--- config.mk ---
export PLATFORM = sky130hd
export DESIGN_NAME = modem_status_irq
export DESIGN_NICKNAME = d
export VERILOG_FILES = /design/src/rtl/mstat_pkg.sv /design/src/rtl/mstat_mode_watch.sv /design/src/rtl/mstat_bfree_ctl.sv /design/src/rtl/mstat_txempty_ctl.sv /design/src/rtl/mstat_rxovf_ctl.sv /design/src/rtl/modem_status_irq.sv
export SDC_FILE = /design/constraint.sdc
export NUM_CORES = 1
export LEC_CHECK = 0
export CAP_MARGIN = 40
export CELL_PAD_IN_SITES_DETAIL_PLACEMENT = 1
export CELL_PAD_IN_SITES_GLOBAL_PLACEMENT = 2
export CORE_MARGIN = 3
export CORE_UTILIZATION = 21
export CTS_BUF_LIST = sky130_fd_sc_hd__clkbuf_4 sky130_fd_sc_hd__clkbuf_8
export DETAILED_ROUTE_END_ITERATION = 16
export PLACE_DENSITY_LB_ADDON = 0.1
export SYNTH_ARGS = -nofsm -noshare
export SYNTH_HDL_FRONTEND = slang
export SYNTH_SLANG_ARGS = --single-unit
export TNS_END_PERCENT = 1
--- constraint.sdc ---
create_clock -name clk -period 2.55 [get_ports clk]
set_input_delay 0.51 -clock clk [delete_from_list [all_inputs] [get_ports clk]]
set_output_delay 0.51 -clock clk [all_outputs]
set_load 0.005 [all_outputs]
--- src/rtl/mstat_pkg.sv ---
package mstat_pkg;
  localparam int STAT_W = 8;

  typedef struct packed {
    logic       irq;
    logic       bfree;
    logic       txempty;
    logic       rxovf;
    logic [3:0] rsvd;
  } stat_byte_t;
endpackage

--- src/rtl/mstat_mode_watch.sv ---
module mstat_mode_watch #(
  parameter int N_MODE = 2
) (
  input  logic              clk,
  input  logic              rst_n,
  input  logic [N_MODE-1:0] mode_in,
  output logic              quiet_evt
);
  logic [N_MODE-1:0] prev_q;
  logic [N_MODE-1:0] diff;
  logic              primed_q;

  genvar gi;
  generate
    for (gi = 0; gi < N_MODE; gi++) begin : g_bit
      assign diff[gi] = primed_q & (mode_in[gi] ^ prev_q[gi]);
      always_ff @(posedge clk or negedge rst_n) begin
        if (!rst_n) prev_q[gi] <= 1'b0;
        else        prev_q[gi] <= mode_in[gi];
      end
    end
  endgenerate

  always_ff @(posedge clk or negedge rst_n) begin
    if (!rst_n) primed_q <= 1'b0;
    else        primed_q <= 1'b1;
  end

  assign quiet_evt = ~primed_q | (|diff);
endmodule

--- src/rtl/mstat_bfree_ctl.sv ---
module mstat_bfree_ctl (
  input  logic clk,
  input  logic rst_n,
  input  logic quiet,
  input  logic work_task,
  input  logic ready_evt,
  output logic bfree_q,
  output logic rise_loud
);
  logic bfree_d;
  logic bfree_en;

  always_comb begin
    bfree_en = quiet | work_task | ready_evt;
    bfree_d  = bfree_q;
    if (quiet)          bfree_d = 1'b1;
    else if (work_task) bfree_d = 1'b0;
    else if (ready_evt) bfree_d = 1'b1;
    rise_loud = bfree_en & bfree_d & ~bfree_q & ~quiet;
  end

  always_ff @(posedge clk or negedge rst_n) begin
    if (!rst_n)        bfree_q <= 1'b1;
    else if (bfree_en) bfree_q <= bfree_d;
  end

  AST_BFREE_WORK_CLR: assert property (@(posedge clk) disable iff (!rst_n)
    (work_task && !quiet) |=> !bfree_q);
  AST_BFREE_QUIET_SET: assert property (@(posedge clk) disable iff (!rst_n)
    quiet |=> bfree_q);
endmodule

--- src/rtl/mstat_txempty_ctl.sv ---
module mstat_txempty_ctl #(
  parameter int FILL_W   = 6,
  parameter int LOW_MARK = 2
) (
  input  logic              clk,
  input  logic              rst_n,
  input  logic              mode_tx,
  input  logic              quiet,
  input  logic              work_task,
  input  logic              sym_strobe,
  input  logic [FILL_W-1:0] tx_fill,
  output logic              empty_q,
  output logic              rise_loud,
  output logic              mid_level
);
  localparam logic [FILL_W-1:0] LOW_V = FILL_W'(LOW_MARK);

  logic pend_q, pend_d;
  logic empty_d;
  logic low_fill;

  always_comb begin
    low_fill = (tx_fill < LOW_V);
    empty_d  = empty_q;
    pend_d   = pend_q;
    if (!mode_tx) begin
      empty_d = 1'b0;
      pend_d  = 1'b0;
    end else if (quiet) begin
      empty_d = 1'b1;
      pend_d  = 1'b0;
    end else begin
      if (pend_q && sym_strobe)                 empty_d = 1'b0;
      else if (low_fill && !pend_q && !work_task) empty_d = 1'b1;
      if (work_task)       pend_d = 1'b1;
      else if (sym_strobe) pend_d = 1'b0;
    end
    rise_loud = empty_d & ~empty_q & ~quiet;
  end

  always_ff @(posedge clk or negedge rst_n) begin
    if (!rst_n) begin
      empty_q <= 1'b0;
      pend_q  <= 1'b0;
    end else begin
      empty_q <= empty_d;
      pend_q  <= pend_d;
    end
  end

  assign mid_level = mode_tx & (tx_fill == '0);

  AST_EMPTY_RX_LOW: assert property (@(posedge clk) disable iff (!rst_n)
    !mode_tx |=> !empty_q);
  AST_EMPTY_STROBE_CLR: assert property (@(posedge clk) disable iff (!rst_n)
    (mode_tx && !quiet && pend_q && sym_strobe) |=> !empty_q);
endmodule

--- src/rtl/mstat_rxovf_ctl.sv ---
module mstat_rxovf_ctl (
  input  logic clk,
  input  logic rst_n,
  input  logic mode_tx,
  input  logic quiet,
  input  logic late_evt,
  input  logic stat_rd,
  output logic ovf_q,
  output logic rise_loud
);
  logic ovf_d;
  logic ovf_en;

  always_comb begin
    ovf_en = mode_tx | quiet | late_evt | stat_rd;
    ovf_d  = ovf_q;
    if (mode_tx || quiet) ovf_d = 1'b0;
    else if (late_evt)    ovf_d = 1'b1;
    else if (stat_rd)     ovf_d = 1'b0;
    rise_loud = ovf_en & ovf_d & ~ovf_q;
  end

  always_ff @(posedge clk or negedge rst_n) begin
    if (!rst_n)      ovf_q <= 1'b0;
    else if (ovf_en) ovf_q <= ovf_d;
  end

  AST_OVF_LATE_SET: assert property (@(posedge clk) disable iff (!rst_n)
    (late_evt && !mode_tx && !quiet) |=> ovf_q);
  AST_OVF_QUIET_CLR: assert property (@(posedge clk) disable iff (!rst_n)
    quiet |=> !ovf_q);
endmodule

--- src/rtl/modem_status_irq.sv ---
module modem_status_irq #(
  parameter int TASK_W     = 4,
  parameter int TASK_NULL  = 0,
  parameter int TASK_RESET = 1,
  parameter int FILL_W     = 6,
  parameter int LOW_MARK   = 2
) (
  input  logic              clk,
  input  logic              rst_n,
  input  logic              task_wr,
  input  logic [TASK_W-1:0] task_code,
  input  logic              mode_tx,
  input  logic              mode_psave,
  input  logic              mode_irq_en,
  input  logic              tx_ready_evt,
  input  logic              rx_done_evt,
  input  logic [FILL_W-1:0] tx_fill,
  input  logic              sym_strobe,
  input  logic              rx_late_evt,
  input  logic              stat_rd,
  output logic [7:0]        stat_byte,
  output logic              irq_n_oe,
  output logic              tx_mid_level
);
  import mstat_pkg::*;

  localparam logic [TASK_W-1:0] CODE_NULL  = TASK_W'(TASK_NULL);
  localparam logic [TASK_W-1:0] CODE_RESET = TASK_W'(TASK_RESET);

  logic       mode_quiet, quiet, reset_task, work_task, ready_sel;
  logic       bfree_q, empty_q, ovf_q;
  logic       bf_rise, em_rise, ov_rise, any_rise;
  logic       irq_q, irq_d, irq_en;
  stat_byte_t sb;

  always_comb begin
    reset_task = task_wr & (task_code == CODE_RESET);
    work_task  = task_wr & (task_code != CODE_NULL) & (task_code != CODE_RESET);
    quiet      = mode_quiet | reset_task;
    ready_sel  = mode_tx ? tx_ready_evt : rx_done_evt;
  end

  mstat_mode_watch #(.N_MODE(2)) u_mode (
    .clk       (clk),
    .rst_n     (rst_n),
    .mode_in   ({mode_psave, mode_tx}),
    .quiet_evt (mode_quiet)
  );

  mstat_bfree_ctl u_bfree (
    .clk       (clk),
    .rst_n     (rst_n),
    .quiet     (quiet),
    .work_task (work_task),
    .ready_evt (ready_sel),
    .bfree_q   (bfree_q),
    .rise_loud (bf_rise)
  );

  mstat_txempty_ctl #(.FILL_W(FILL_W), .LOW_MARK(LOW_MARK)) u_empty (
    .clk        (clk),
    .rst_n      (rst_n),
    .mode_tx    (mode_tx),
    .quiet      (quiet),
    .work_task  (work_task),
    .sym_strobe (sym_strobe),
    .tx_fill    (tx_fill),
    .empty_q    (empty_q),
    .rise_loud  (em_rise),
    .mid_level  (tx_mid_level)
  );

  mstat_rxovf_ctl u_ovf (
    .clk       (clk),
    .rst_n     (rst_n),
    .mode_tx   (mode_tx),
    .quiet     (quiet),
    .late_evt  (rx_late_evt),
    .stat_rd   (stat_rd),
    .ovf_q     (ovf_q),
    .rise_loud (ov_rise)
  );

  always_comb begin
    any_rise = bf_rise | em_rise | ov_rise;
    irq_en   = any_rise | stat_rd;
    irq_d    = any_rise ? 1'b1 : 1'b0;
  end

  always_ff @(posedge clk or negedge rst_n) begin
    if (!rst_n)      irq_q <= 1'b0;
    else if (irq_en) irq_q <= irq_d;
  end

  always_comb begin
    sb.irq     = irq_q;
    sb.bfree   = bfree_q;
    sb.txempty = empty_q;
    sb.rxovf   = ovf_q;
    sb.rsvd    = '0;
  end

  assign stat_byte = sb;
  assign irq_n_oe  = irq_q & mode_irq_en;

  AST_IRQ_READ_CLR: assert property (@(posedge clk) disable iff (!rst_n)
    (stat_rd && !bf_rise && !em_rise && !ov_rise) |=> !irq_q);
  AST_IRQ_HOLD_QUIET: assert property (@(posedge clk) disable iff (!rst_n)
    (quiet && !stat_rd && !ov_rise) |=> (irq_q == $past(irq_q)));
  AST_PIN_NEEDS_IRQ: assert property (@(posedge clk) disable iff (!rst_n)
    irq_n_oe |-> stat_byte[7]);
endmodule

# After elaboration in Yosys (flattened, before gate mapping)

Cells that the tools add are included.

Register bits after elaboration: 8
Logic and storage cells: 68
Input bits: 21
Output and inout bits: 10

Bitwise gates (word level): 31
Equal/unequal tests: 3
Reductions and logical operators: 9
Mux-type cells: 16
Order comparisons: 1

Operators with widths:

| cell                                                                         | number |
|---|---|
| 1-bit two-way mux                                                            | 16 |
| 1-bit bitwise AND                                                            | 14 |
| 1-bit bitwise OR                                                             | 10 |
| 4-bit by 1-bit != test with 1-bit output, second input constant              | 2 |
| 6-bit logical NOT                                                            | 1 |
| 6-bit by 2-bit less-than comparator with 1-bit output, second input constant | 1 |
| 1-bit NOT                                                                    | 5 |
| 4-bit by 1-bit equality test with 1-bit output, second input constant        | 1 |
| 4-bit nonzero test                                                           | 1 |
| 1-bit logical AND                                                            | 3 |
| 1-bit logical NOT                                                            | 2 |
| 2-bit OR reduction                                                           | 1 |
| 1-bit bitwise XOR                                                            | 2 |
| 1-bit logical OR                                                             | 1 |

# Longest topological paths before layout

Gate-level depths: netlist of run 1.

Word-level depth: 14
Gate-level depth with buffers: 5
Depth with buffers taken out: 4

# By module

Synthesis of run 1 repeated with hierarchy kept, for this count alone.

Cells, all modules: 49
Area total of the unflattened synthesis: 496.7 um^2

Modules (own cells, without submodules):

| module            | area an instance (um^2) | instances | cells each | sequential area each (um^2) |
|---|---|---|---|---|
| modem_status_irq  | 145.1                   | 1         | 18         | 25.0 |
| mstat_txempty_ctl | 140.1                   | 1         | 15         | 50.0 |
| mstat_mode_watch  | 101.3                   | 1         | 7          | 75.1 |
| mstat_rxovf_ctl   | 57.6                    | 1         | 5          | 25.0 |
| mstat_bfree_ctl   | 52.6                    | 1         | 4          | 26.3 |

# Least setup slack after synthesis of run 1

No wires, ideal clock.

Path type: input-to-output
Start: input port tx_fill[5]
End: output port tx_mid_level
Cell stages on the path: 3
Required time: 2040 ps
Data arrival time: 961 ps
Path buffers: 0
Path slack: 1079 ps
Cell sequence: nor3_1 -> nand3_1 -> nor2_1

Cells in the longest elaborated chain, start to end: 2

RTL lines:

| element           | line                    | source |
|---|---|---|
| from (decl)       | modem_status_irq.sv:17  | `input logic [FILL_W-1:0] tx_fill,` |
| 6-bit logical NOT | mstat_txempty_ctl.sv:51 | `assign mid_level = mode_tx & (tx_fill == '0);` |
| 1-bit bitwise AND | mstat_txempty_ctl.sv:51 |  |
| to (decl)         | modem_status_irq.sv:23  | `output logic tx_mid_level` |

Every way passes these cells.

# Final worst setup path of run 1

Ends and elaborated chain as after synthesis.

==> flow_summary.json, run 1 <==
{
  "synth_cell_type_count": 28,
  "routed.top_layer": "met4",
  "min_path_type": "primary input to async pin",
  "p_leak_nw": 0.323,
  "drt_iter0_markers": 5,
  "wl_met2_um": 547,
  "clk_pin_slew_ns": 0.06,
  "io_pins": 31,
  "post_cts_resized": 0,
  "r2r_slack_ns": 1.40,
  "drt_first_pass_iters": 4,
  "rows": 17,
  "die_y_um": 54.7,
  "hold_viol": 0,
  "cellPowerDensity_nw_per_um2": 411,
  "post_cts_buffers": 0,
  "core_um2": 2230,
  "power_mw": 0.320,
  "worst-path-max-fanout": 2,
  "start_util": 0.223,
  "wl_um": 1170,
  "cts_root_buf": "clkbuf_4",
  "met1Wirelength_um": 501,
  "fin_tns_setup_ns": 0,
  "grt-ovfl-total": 0,
  "cp.required_ns": 2.04,
  "wire_per_inst_um": 10.9,
  "syn_inst": 53,
  "crit_path_start_kind": "primary input",
  "place_congestion": 0.623,
  "h-tree-depth": 1,
  "grt_pass1_vias": 446,
  "synthesis.area_um2": 498,
  "setup.worst_path.class": "primary input to output pin",
  "final_antenna_net_count": 0,
  "wl_met3_um": 104,
  "cap_violations": 0,
  "finalCriticalPeriod_ns": 2.36,
  "grt_pass1_wl_um": 1820,
  "ys_warn_count": 0,
  "viasPerCell": 4.07,
  "antenna_found_initial": 0,
  "final_cell_mix": "clkdlybuf4s50_1, dfrtp_1, nor2_1, conb_1, clkbuf_4",
  "cts_buffer_depth": 2,
  "die_area_um2": 2990,
  "status": "complete, no violations",
  "hold_buffers": 0,
  "grtUsageTotal": 0.0897,
  "drive_above_1_share": 0.139,
  "final_core_util": 0.348,
  "max_freq_ghz": 0.424,
  "r2r-start": "u_mode.prev_q[1]",
  "ff2ff_path_depth": 4,
  "endpoint_kind": "output pin",
  "cp.arrival_ns": 1.85,
  "fill_cells": 273,
  "ys_ff_latch": 8,
  "rsz0062_at_grt": "no",
  "cts_tree": "done",
  "peakVddDrop_mv": 0.270,
  "skew_ns": 0.00867,
  "drc": 0,
  "reg2reg_to": "u_empty.empty_q",
  "grt_max_degree": 10,
  "setup_viol": 0,
  "multi_input_area_um2": 229,
  "clock-sinks": 8,
  "chipWidth_um": 54.7,
  "seqCellArea_um2": 201,
  "insertion_delay_ns": 0.25,
  "nets": 101,
  "num_vias": 436,
  "antennaDiodeCount": 0,
  "holdWs_ns": 0.538,
  "finalCritPeriodShare": 0.924,
  "ys_seq_area_frac": 0.405,
  "numPortBuffers": 26,
  "cts_buffers": 3,
  "area_growth_pct": 56.3,
  "final_common_cell": "clkdlybuf4s50_1",
  "slew_violations": 0,
  "synth_area_per_cell_um2": 9.40
}
==> synthesized netlist by cell type <==
| master | number | area [um2] |
|---|---|---|
| and2_4 | 1 | 8.76 |
| nand2b_1 | 2 | 12.5 |
| nand3_1 | 2 | 10.0 |
| buf_6 | 1 | 11.3 |
| buf_4 | 8 | 60.1 |
| mux2i_1 | 1 | 10.0 |
| a2bb2oi_1 | 1 | 8.76 |
| o21ai_0 | 1 | 5.00 |
| nor3_1 | 3 | 15.0 |
| a32o_1 | 1 | 10.0 |
| and3b_2 | 1 | 10.0 |
| nor3b_1 | 1 | 7.51 |
| a21oi_1 | 2 | 10.0 |
| conb_1 | 2 | 7.51 |
| a21o_1 | 1 | 7.51 |
| xnor2_1 | 2 | 17.5 |
| inv_1 | 2 | 7.51 |
| nand2_1 | 1 | 3.75 |
| o21a_1 | 1 | 7.51 |
| and2_1 | 1 | 6.26 |
| o31ai_1 | 1 | 7.51 |
| and4_2 | 1 | 10.0 |
| and3_4 | 1 | 11.3 |
| dfstp_2 | 1 | 26.3 |
| dfrtp_1 | 7 | 175 |
| a31oi_1 | 1 | 6.26 |
| nor2b_1 | 1 | 6.26 |
| nor2_1 | 5 | 18.8 |
==> critical path, cell delays in order <==
cell and delay (ns):
clkdlybuf4s50_1 0.40, nor3_1 0.25, nand3_1 0.10, nor2_1 0.09
clkdlybuf4s50_1 0.50
==> sequential cells by signal, indices dropped and copies added, names as in the netlist <==
register / count
u_ovf.ovf_q: 1
irq_q: 1
u_empty.pend_q: 1
u_mode.primed_q: 1
u_empty.empty_q: 1
u_mode.prev_q: 2
u_bfree.bfree_q: 1
==> kinds of logic after synthesis <==
| logic type | after synthesis | synth area share |
|---|---|---|
| compound gates | 9 | 0.126 |
| other cells | 2 | 0.0151 |
| mux | 1 | 0.0201 |
| buf+inv | 11 | 0.158 |
| xor+xnor | 2 | 0.0352 |
| simple gates | 20 | 0.241 |
| flops | 8 | 0.405 |
==> per-stage QoR <==
| stage | instances | area (um2) | setup slack [ns] |
|---|---|---|---|
| after floorplan | 56 | 509 | 1.08 |
| after global placement | 103 | 748 | 0.210 |
| after detailed placement | 103 | 748 | 0.186 |
| after CTS | 107 | 778 | 0.186 |
| after global routing | 107 | 778 | 0.0670 |
| final | 107 | 778 | 0.194 |
==> how the worst max path moves through the flow <==
stage | depth (start not counted) | end | slack [ns] | start
after global routing | 5 | tx_mid_level | 0.07 | tx_fill[5]
after floorplan | 3 | tx_mid_level | 1.08 | tx_fill[5]
after global placement | 5 | tx_mid_level | 0.21 | tx_fill[5]
final | 5 | tx_mid_level | 0.19 | tx_fill[5]
after detailed placement | 5 | tx_mid_level | 0.19 | tx_fill[5]
after CTS | 5 | tx_mid_level | 0.19 | tx_fill[5]
==> where the power goes <==
group	total (mW)	switching, mW	internal [mW]
sequential	0.136	0.00340	0.133
clock	0.114	0.0435	0.0705
combinational	0.0695	0.0239	0.0456
==> per-layer routing <==
layer | GRT usage | vias up
li1 | - | 221
met1 | 0.102 | 197
met2 | 0.144 | 16
met3 | 0.0409 | 2
met4 | 0.0373 | 0
met5 | 0 | -
==> final cells by class <==
type	instances	share of cell area
inverter	2	0.00965
multi-input combinational	37	0.294
timing repair buffer	28	0.354
sequential	8	0.259
tap	28	0.0450
clock buffer	4	0.0386
Note: power is estimated with default switching activity, not from simulation.
==> run 2, diff against run 1 <==
==> constraint.sdc (replaced) <==
create_clock -name clk -period 2.55 [get_ports clk]
set_input_delay 0.6375 -clock clk [delete_from_list [all_inputs] [get_ports clk]]
set_output_delay 0.6375 -clock clk [all_outputs]
set_load 0.005 [all_outputs]
==> run 2 against run 1 <==
  * Die area unchanged
  * Combinational power rose by 4.6%
  * First-iteration DRC count down 80%
  * Design area is 3.4% higher
  * Core utilization rose by 1.2 points
  * Final cell count is 2.8% higher
  * Clock skew barely moved
  * Count of clock-buffer cells in the layout is the same
  * Largest power group unchanged
==> flow_summary.json, run 2 (synthesis gave the netlist of run 1 again) <==
{
  "h-tree-depth": 1,
  "final_cell_mix": "clkdlybuf4s50_1, dfrtp_1, nor2_1, conb_1, buf_4",
  "wl_um": 1220,
  "place_congestion": 0.628,
  "fill_cells": 281,
  "finalCritPeriodShare": 0.908,
  "max_freq_ghz": 0.432,
  "die_area_um2": 2990,
  "rows": 17,
  "top_register": "u_mode.prev_q",
  "cap_violations": 0,
  "drive_above_1_share": 0.183,
  "cts_buffer_depth": 2,
  "area_growth_pct": 61.6,
  "cts_root_buf": "clkbuf_4",
  "grtUsageTotal": 0.0936,
  "die_y_um": 54.7,
  "drt_iter0_markers": 1,
  "cp.arrival_ns": 1.68,
  "min_path_type": "flip-flop to flip-flop",
  "final_antenna_net_count": 0,
  "tightestPinTransition_ns": 0.529,
  "io_pins": 31,
  "core_um2": 2230,
  "setup_viol": 0,
  "insertion_delay_ns": 0.26,
  "start_util": 0.223,
  "final_common_cell": "clkdlybuf4s50_1",
  "nets": 104,
  "slowest_stage": "clkdlybuf4s50_1",
  "status": "complete, no violations",
  "drt_first_pass_iters": 2,
  "cpMostUsedCell": "clkdlybuf4s50_1",
  "grt_max_degree": 10,
  "slowest_delay_ns": 0.49,
  "grt_pass1_wl_um": 1860,
  "hold_buffers": 0,
  "crit_family": "buffers and inverters",
  "drc": 0,
  "slew_violations": 0,
  "critPathBufInv": 2,
  "relSlewSlack": 0.645,
  "num_vias": 459,
  "worst-path-max-fanout": 1,
  "grt_pass1_vias": 446,
  "setup.worst_path.class": "primary input to output pin",
  "multi_input_area_um2": 234,
  "clock-sinks": 8,
  "seqCellArea_um2": 201,
  "antenna_found_initial": 0,
  "wire_per_inst_um": 11.1,
  "crit_chain": "clkdlybuf4s50_1 -> and2_1 -> clkdlybuf4s50_1",
  "finalCriticalPeriod_ns": 2.31,
  "grt-ovfl-total": 0,
  "skew_ns": 0.00865,
  "crit_path_start_kind": "primary input",
  "cp.required_ns": 1.91,
  "cts_tree": "done",
  "peakVddDrop_mv": 0.260,
  "chipWidth_um": 54.7,
  "antennaDiodeCount": 0,
  "endpoint_kind": "output pin",
  "largest_reg_flops": 2,
  "hold_viol": 0,
  "numPortBuffers": 26,
  "power_mw": 0.327,
  "cts_buffers": 3,
  "dp.final_hpwl_um": 989,
  "p_leak_nw": 0.345,
  "cellPowerDensity_nw_per_um2": 406,
  "fin_tns_setup_ns": 0,
  "viasPerCell": 4.17,
  "rsz0062_at_grt": "no",
  "clk_pin_slew_ns": 0.05
}
run 2: worst paths after layout:
| check | from | to | slack, ns | cells after the start |
|---|---|---|---|---|
| max in group asynchronous | rst_n | u_bfree.bfree_q | 1.57 | 1 |
| worst min-delay path | u_ovf.ovf_q | u_ovf.ovf_q | 0.60 | 2 |
| worst min register to register | u_ovf.ovf_q | u_ovf.ovf_q | 0.60 | 2 |
| worst max-delay path | mode_irq_en | irq_n_oe | 0.24 | 3 |
| min in group asynchronous | rst_n | u_mode.primed_q | 0.66 | 1 |
| worst max register to register | u_mode.prev_q[1] | u_empty.empty_q | 1.40 | 4 |
run 2: tightest hold or removal path: stages, from the launching register on:
cell and delay [ns]:
dfrtp_1 0.36, a21oi_1 0.08, nor3_1 0.11
run 2: final cells by class:
type | instances | area share
Inverter | 2 | 0.00933
Timing Repair Buffer | 31 | 0.369
Sequential cell | 8 | 0.250
Tap cell | 28 | 0.0435
Clock buffer | 4 | 0.0373
Multi-Input combinational cell | 37 | 0.291
run 2: through the flow:
| stage | utilization | cell area, um2 | worst slack (ns) | hold slack [ns] | std cells |
|---|---|---|---|---|---|
| after detailed placement | 0.338 | 756 | -0.0614 | 0.604 | 104 |
| after global placement | 0.338 | 756 | -0.0447 | 0.594 | 104 |
| final | 0.360 | 805 | 0.235 | 0.602 | 110 |
| after global routing | 0.360 | 805 | 0.158 | 0.657 | 110 |
| after CTS | 0.360 | 805 | 0.223 | 0.618 | 110 |
| after floorplan | - | 509 | 0.824 | 0.342 | 56 |
run 2: where the power goes:
group	switching (mW)	internal [mW]	total, mW
clock	0.0470	0.0707	0.118
combinational	0.0246	0.0481	0.0727
sequential	0.00356	0.133	0.136
run 2: layer usage:
| layer | track usage | vias up | wire [um] |
|---|---|---|---|
| li1 | - | 226 | - |
| met1 | 0.0984 | 210 | 467 |
| met2 | 0.156 | 19 | 617 |
| met3 | 0.0409 | 4 | 113 |
| met4 | 0.0498 | 0 | 26 |
| met5 | 0 | - | 0 |
run 2: repair_timing:
item	in CTS	in global routing
resized for setup	2	0
setup buffers	2	0
setup endpoints to repair	1	0
